[config.mk]
export PLATFORM = sky130hd
export DESIGN_NAME = aflag_unit
export DESIGN_NICKNAME = d
export VERILOG_FILES = /design/src/rtl/aflag_pkg.sv /design/src/rtl/aflag_offset_bank.sv /design/src/rtl/aflag_readback.sv /design/src/rtl/aflag_compare.sv /design/src/rtl/aflag_unit.sv
export SDC_FILE = /design/constraint.sdc
export NUM_CORES = 1
export LEC_CHECK = 0
export BUFFER_PORTS_ARGS = -buffer_cell sky130_fd_sc_hd__buf_4
export CORE_MARGIN = 8
export CORE_UTILIZATION = 55
export CTS_CLUSTER_DIAMETER = 150
export DETAILED_ROUTE_END_ITERATION = 8
export GPL_TIMING_DRIVEN = 0
export PLACE_DENSITY = 0.77
export REMOVE_ABC_BUFFERS = 1
export SETUP_SLACK_MARGIN = 0.5
export SLEW_MARGIN = 20
export SYNTH_ARGS = -nofsm -noshare
export SYNTH_HDL_FRONTEND = slang
export SYNTH_SLANG_ARGS = --single-unit
[constraint.sdc]
create_clock -name clk -period 3.7 [get_ports clk]
set_input_delay 1.11 -clock clk [delete_from_list [all_inputs] [get_ports clk]]
set_output_delay 1.11 -clock clk [all_outputs]
set_load 0.02 [all_outputs]
[src/rtl/aflag_pkg.sv]
package aflag_pkg;
  // Which threshold register a sequence step addresses.
  typedef enum logic {
    SEL_EMPTY = 1'b0,
    SEL_FULL  = 1'b1
  } ofs_sel_e;

  function automatic ofs_sel_e sel_next(input ofs_sel_e s);
    return (s == SEL_EMPTY) ? SEL_FULL : SEL_EMPTY;
  endfunction
endpackage

[src/rtl/aflag_offset_bank.sv]
module aflag_offset_bank
  import aflag_pkg::*;
#(
  parameter int OFS_W       = 11,
  parameter int PAR_DEFAULT = 127,
  parameter int SER_DEFAULT = 1023
) (
  input  logic             clk,
  input  logic             mrst_n,
  input  logic             prst_n,
  input  logic             ld_n,
  input  logic             wen_n,
  input  logic             sen_n,
  input  logic             si,
  input  logic [OFS_W-1:0] wdata,
  output logic [OFS_W-1:0] ofs_e,
  output logic [OFS_W-1:0] ofs_f,
  output logic             serial_mode
);
  localparam int BITS  = 2 * OFS_W;
  localparam int IDX_W = $clog2(BITS);
  localparam logic [OFS_W-1:0] DEF_P = OFS_W'(PAR_DEFAULT);
  localparam logic [OFS_W-1:0] DEF_S = OFS_W'(SER_DEFAULT);
  localparam logic [IDX_W-1:0] LAST  = IDX_W'(BITS - 1);

  ofs_sel_e         wsel;
  logic [IDX_W-1:0] bidx;
  logic             ser_wr, par_wr;
  logic [OFS_W-1:0] nxt_e, nxt_f;

  // Only the method chosen at master reset may write.
  assign ser_wr = serial_mode  && !ld_n && !sen_n;
  assign par_wr = !serial_mode && !ld_n && !wen_n;

  // Per-bit decode of the serial index; a parallel write replaces a whole word.
  always_comb begin
    nxt_e = ofs_e;
    nxt_f = ofs_f;
    for (int i = 0; i < OFS_W; i++) begin
      if (ser_wr && bidx == IDX_W'(i))         nxt_e[i] = si;
      if (ser_wr && bidx == IDX_W'(i + OFS_W)) nxt_f[i] = si;
    end
    if (par_wr) begin
      if (wsel == SEL_EMPTY) nxt_e = wdata;
      else                   nxt_f = wdata;
    end
  end

  always_ff @(posedge clk) begin
    if (!mrst_n) begin
      serial_mode <= ld_n;
      ofs_e       <= ld_n ? DEF_S : DEF_P;
      ofs_f       <= ld_n ? DEF_S : DEF_P;
      wsel        <= SEL_EMPTY;
      bidx        <= '0;
    end else if (!prst_n) begin
      wsel        <= SEL_EMPTY;
      bidx        <= '0;
    end else begin
      ofs_e <= nxt_e;
      ofs_f <= nxt_f;
      if (par_wr) wsel <= sel_next(wsel);
      if (ser_wr) bidx <= (bidx == LAST) ? '0 : bidx + 1'b1;
    end
  end

  // partial reset keeps thresholds and method
  a_r4_prst_keeps: assert property (@(posedge clk) disable iff (!mrst_n)
    !prst_n |=> $stable(serial_mode) && $stable(ofs_e) && $stable(ofs_f));

  // serial method: no change without a serial strobe
  a_r7_serial_blocks_parallel: assert property (@(posedge clk) disable iff (!mrst_n)
    (serial_mode && (ld_n || sen_n)) |=> $stable(ofs_e) && $stable(ofs_f));

  // parallel method: no change without a parallel strobe
  a_r7_parallel_blocks_serial: assert property (@(posedge clk) disable iff (!mrst_n)
    (!serial_mode && (ld_n || wen_n)) |=> $stable(ofs_e) && $stable(ofs_f));

  // a parallel write lands in one of the two thresholds
  a_r5_par_lands: assert property (@(posedge clk) disable iff (!mrst_n)
    (!serial_mode && !ld_n && !wen_n && prst_n)
      |=> (ofs_e == $past(wdata)) || (ofs_f == $past(wdata)));

  // the method never changes outside master reset
  a_r6_method_fixed: assert property (@(posedge clk) disable iff (!mrst_n)
    1'b1 |=> $stable(serial_mode));
endmodule

[src/rtl/aflag_readback.sv]
module aflag_readback
  import aflag_pkg::*;
#(
  parameter int OFS_W  = 11,
  parameter int DATA_W = 18
) (
  input  logic              clk,
  input  logic              mrst_n,
  input  logic              prst_n,
  input  logic              ld_n,
  input  logic              ren_n,
  input  logic [OFS_W-1:0]  ofs_e,
  input  logic [OFS_W-1:0]  ofs_f,
  output logic [DATA_W-1:0] q
);
  ofs_sel_e rsel;
  logic     rd;

  assign rd = !ld_n && !ren_n;

  always_ff @(posedge clk) begin
    if (!mrst_n || !prst_n) begin
      rsel <= SEL_EMPTY;
      q    <= '0;
    end else if (rd) begin
      q    <= DATA_W'((rsel == SEL_EMPTY) ? ofs_e : ofs_f);
      rsel <= sel_next(rsel);
    end
  end

  // readback returns a threshold held before the edge
  a_r8_q_source: assert property (@(posedge clk) disable iff (!mrst_n)
    (rd && prst_n) |=> (q == DATA_W'($past(ofs_e))) || (q == DATA_W'($past(ofs_f))));

  // q holds without a read strobe
  a_r8_q_hold: assert property (@(posedge clk) disable iff (!mrst_n)
    (!rd && prst_n) |=> $stable(q));

  // partial reset clears the readback bus
  a_r3_q_clear: assert property (@(posedge clk) disable iff (!mrst_n)
    !prst_n |=> (q == '0));
endmodule

[src/rtl/aflag_compare.sv]
module aflag_compare #(
  parameter int DEPTH = 16384,
  parameter int OFS_W = 11,
  parameter int CNT_W = 15
) (
  input  logic             clk,
  input  logic             mrst_n,
  input  logic             prst_n,
  input  logic [CNT_W-1:0] count,
  input  logic [OFS_W-1:0] ofs_e,
  input  logic [OFS_W-1:0] ofs_f,
  output logic             pae_n,
  output logic             paf_n,
  output logic             hf_n
);
  localparam logic [CNT_W-1:0] FULL = CNT_W'(DEPTH);
  localparam logic [CNT_W-1:0] HALF = CNT_W'(DEPTH / 2);

  logic [CNT_W-1:0] free_w;
  logic             near_empty, near_full, past_half;

  assign free_w     = FULL - count;
  assign near_empty = count  <= CNT_W'(ofs_e);
  assign near_full  = free_w <= CNT_W'(ofs_f);
  assign past_half  = count > HALF;

  always_ff @(posedge clk) begin
    if (!mrst_n || !prst_n) begin
      pae_n <= 1'b0;
      paf_n <= 1'b1;
      hf_n  <= 1'b1;
    end else begin
      pae_n <= !near_empty;
      paf_n <= !near_full;
      hf_n  <= !past_half;
    end
  end

  // an empty FIFO is always almost empty
  a_r9_zero_is_almost_empty: assert property (@(posedge clk) disable iff (!mrst_n)
    (prst_n && count == '0) |=> !pae_n && hf_n);

  // a full FIFO is almost full and past half
  a_r10_full_is_almost_full: assert property (@(posedge clk) disable iff (!mrst_n)
    (prst_n && count == FULL) |=> !paf_n && !hf_n);

  // idle flag levels after partial reset
  a_r3_flags_idle: assert property (@(posedge clk) disable iff (!mrst_n)
    !prst_n |=> !pae_n && paf_n && hf_n);
endmodule

[src/rtl/aflag_unit.sv]
module aflag_unit #(
  parameter int DEPTH       = 16384,
  parameter int DATA_W      = 18,
  parameter int OFS_W       = 11,
  parameter int PAR_DEFAULT = 127,
  parameter int SER_DEFAULT = 1023,
  localparam int CNT_W      = $clog2(DEPTH) + 1
) (
  input  logic              clk,
  input  logic              mrst_n,
  input  logic              prst_n,
  input  logic              ld_n,
  input  logic              wen_n,
  input  logic              ren_n,
  input  logic              sen_n,
  input  logic              mode_si,
  input  logic [DATA_W-1:0] din,
  input  logic [CNT_W-1:0]  count,
  output logic [DATA_W-1:0] q,
  output logic              pae_n,
  output logic              paf_n,
  output logic              hf_n
);
  logic [OFS_W-1:0] ofs_e, ofs_f;
  logic             serial_mode;

  aflag_offset_bank #(
    .OFS_W(OFS_W), .PAR_DEFAULT(PAR_DEFAULT), .SER_DEFAULT(SER_DEFAULT)
  ) u_bank (
    .clk(clk), .mrst_n(mrst_n), .prst_n(prst_n), .ld_n(ld_n),
    .wen_n(wen_n), .sen_n(sen_n), .si(mode_si), .wdata(din[OFS_W-1:0]),
    .ofs_e(ofs_e), .ofs_f(ofs_f), .serial_mode(serial_mode)
  );

  aflag_readback #(.OFS_W(OFS_W), .DATA_W(DATA_W)) u_rd (
    .clk(clk), .mrst_n(mrst_n), .prst_n(prst_n), .ld_n(ld_n), .ren_n(ren_n),
    .ofs_e(ofs_e), .ofs_f(ofs_f), .q(q)
  );

  aflag_compare #(.DEPTH(DEPTH), .OFS_W(OFS_W), .CNT_W(CNT_W)) u_cmp (
    .clk(clk), .mrst_n(mrst_n), .prst_n(prst_n), .count(count),
    .ofs_e(ofs_e), .ofs_f(ofs_f), .pae_n(pae_n), .paf_n(paf_n), .hf_n(hf_n)
  );

  // master reset picks the defaults from the load level
  a_r1_r2_defaults: assert property (@(posedge clk) disable iff (!mrst_n)
    $rose(mrst_n) |-> (ofs_e == ofs_f) &&
      ((serial_mode && ofs_e == OFS_W'(SER_DEFAULT)) ||
       (!serial_mode && ofs_e == OFS_W'(PAR_DEFAULT))));
endmodule

==> metrics.md <==
| Metric | Value |
|---|---|
| Status | `finished clean` |
| Grt total ovfl | `0` |
| Setup Crit Path Kind | `input port to flip-flop` |
| DR pass1 iterations | `4` |
| Setup TNS Final | `0 ns` |
| Post-synth EDFFs | `23` |
| Skew final | `0.0127 ns` |
| Final Cell Area | `3670 sq um` |
| Hold Crit Class | `flip-flop to flip-flop` |
| Avg Inst Size Synth | `8.89 sq um` |
| Dpl cell area | `3570 sq um` |
| Overall Global Routing Usage | `19.4%` |
| PortBufs | `47` |
| Chip Height | `92.4 um` |
| Power consumption | `1.08 mW` |
| Area growth syn-to-layout | `14.5%` |
| Dominant register cell in the synthesized netlist | `edfxtp_1` |
| Dpl ws | `0.314 ns` |
| Critical path data arrival time | `3.16 ns` |
| Pins Over Slew Limit | `0` |
| # setup viols final | `0` |
| RSZ-0062 raised after global routing | `no` |
| Final period utilization | `80.2%` |
| WL/cell | `17.1 um` |
| R2R Setup Slk | `1.34 ns` |
| FFs w/ async S/R, synth | `0%` |
| ANT nets after route | `0` |
| Post-synth top area cell | `edfxtp_1` |
| CP endpoint kind | `flip-flop` |
| Reg clk slew, reported paths | `0.09 ns` |
| Layout cell share with drive strength beyond 1 | `17.1%` |
| Leak Pwr | `1.49 nW` |
| Worst VDD drop | `0.000185 V` |
| Max incr delay on CP | `0.34 ns` |
| CP cell instances | `buf_4 > inv_1 > ha_1 > nor3b_4 > nand3_1 > xor2_1 > ha_1 > a21oi_1 > o21a_1 > nand2_1 > o21ai_0 > nand3_1` |
| Pwr dens | `294 nW/um^2` |
| Largest net degree at the start of global routing | `24` |
| Worst EP required | `3.89 ns` |
| Number of remaining DRC errors | `0` |
| Worst skew pair latency | `0.31 ns` |
| Share of the synthesized area in the top cell type | `21.5%` |
| Final WS setup | `0.732 ns` |
| Routed wire length | `8190 um` |
| Dpl hpwl | `6270 um` |
| CTS max path bufs | `2` |
| Synth cell types | `49` |
| Vias | `2749` |
| Mapped Cells | `361` |
| CP Max Fanout | `6` |
| Slew margin rel. | `29.3%` |
| Hold Vio Cnt, Final | `0` |
| Die width | `92.4 um` |
| Starting Density | `55.5%` |
| Site Rows | `28` |
| Ant. Diodes | `0` |
| CTS tree | `built` |
| Sequential share of the synthesized area | `34.6%` |
| Tmin final | `2.97 ns` |
| Critical Path Start Type | `input port` |
| Initial antenna violation count | `0` |
| Clk sinks | `44` |
| Max cap viols | `0` |
| Worst-margin pin slew | `1.06 ns` |
| Slowest CP cell | `nor3b_4` |
| I/O pins | `62` |
| Cts-stage hold buffer count | `0` |
| Routed vias/inst | `5.74` |
| Syn. warnings | `0` |
| CTS buffer count | `5` |
| Placer Congestion | `0.930` |
| Vias in the first global route | `2775` |
| Max Freq | `337 MHz` |
| CTS Root Cell | `clkbuf_8` |
| Top cells by area, synth | `edfxtp_1, dfxtp_1, ha_1` |
| Die footprint | `8530 sq um` |
| Core Area | `5780 sq um` |
| #FFs+latches synth | `44` |
| Final #Nets | `472` |
| Fin util | `63.6%` |
| First-pass GRT wire length | `13400 um` |
| Htree depth | `2` |
| Mapped cell area | `3210 sq um` |
| DRT iter0 DRCs | `146` |
[cell usage in the layout (no fill, tap or decap), types with 10 or more instances in the layout]
master    instances
a211oi_1         12
a21oi_1          18
buf_4            49
dfxtp_1          21
edfxtp_1         23
ha_1             28
inv_1            26
mux2i_1          23
nand2_1          26
nand3_1          11
nand4_1          10
nor2_1           38
o21ai_0          21
[Yosys cell counts (2+ instances only)]
cell,count
buf_2,6
a31oi_1,7
dfxtp_1,21
a21oi_1,18
nor3_1,6
nand2b_1,5
edfxtp_1,23
xnor2_1,9
nor2_1,39
ha_1,28
or2_2,2
a211o_1,2
xor2_1,5
a22oi_1,5
buf_4,7
and3_1,2
o21a_1,3
nand2_1,26
a32oi_1,3
nand4_1,10
nand3_1,11
mux2i_1,23
o21ai_0,21
a311oi_1,3
o211ai_1,4
clkbuf_1,7
a211oi_1,12
nor4_1,3
nor4_2,2
nor2b_1,4
inv_1,26
[worst paths after layout]
path,cells after the start,to,start
worst max register to register,5,u_bank.ofs_e[8]$_DFFE_PP_,u_bank.serial_mode$_DFFE_PN_
worst min register to register,2,u_rd.q[1]$_SDFFE_PN0P_,u_rd.q[1]$_SDFFE_PN0P_
worst min-delay path,2,u_rd.q[1]$_SDFFE_PN0P_,u_rd.q[1]$_SDFFE_PN0P_
worst max-delay path,12,u_cmp.paf_n$_SDFF_PN1_,count[0]
[critical path: cells and delay by family]
family | cells | cell delay (ns)
AND/OR/NAND/NOR | 4 | 0.63
AO/OA/AOI/OAI | 3 | 0.48
XOR/XNOR | 1 | 0.17
buffers and inverters | 2 | 0.24
adder cells (fa/ha/maj) | 2 | 0.52
[metrics by stage]
stage | hold WS (ns) | cells
6_report | 0.504 | 479
5_1_grt | 0.522 | 479
4_1_cts | 0.505 | 477
3_5_place_dp | 0.492 | 469
3_3_place_gp | 0.488 | 469
2_1_floorplan | 0.475 | 347
[cell type report]
type / instances / area, sq um
clock inverter: 3 / 13.8
fill: 554 / 2110
timing repair buffer: 49 / 368
inverter: 26 / 97.6
clock buffer: 5 / 68.8
multi-input combinational: 277 / 1920
sequential: 44 / 1110
tap: 75 / 93.8
[logic make-up after synthesis]
group | synth area share (%)
buffers and inverters | 6.44
DFF | 34.6
muxes | 7.53
AOI/OAI and AO/OA | 16.2
other | 0.117
and+or+nand+nor | 20.4
xor gates and xnor gates | 3.82
adders and majority gates | 10.9
[layer usage]
layer / wire length [um] / global-route usage, %
met4: 191 / 8.32
met1: 3650 / 23.6
met2: 3890 / 32.2
met3: 450 / 4.53
met5: 0 / 0
[where the power goes]
group / leakage [nW] / total (mW) / switching (mW) / internal (mW)
logic: 1.07 / 0.215 / 0.124 / 0.0905
registers: 0.373 / 0.554 / 0.0184 / 0.536
clock network: 0.0453 / 0.311 / 0.182 / 0.129
total: 1.49 / 1.08 / 0.325 / 0.755
[what timing repair did]
item,4_1_cts,5_1_grt
buffers inserted,0,2
endpoints found under the setup margin,0,1
gates resized for setup,0,1
[state kept, by name (all words and copies together), names as in the netlist]
signal,flops
u_bank.bidx,5
u_bank.ofs_e,11
u_bank.ofs_f,11
u_bank.serial_mode,1
u_bank.wsel,1
u_cmp.hf_n,1
u_cmp.pae_n,1
u_cmp.paf_n,1
u_rd.q,11
u_rd.rsel,1
No activity file was read; power rests on OpenSTA's default activity.
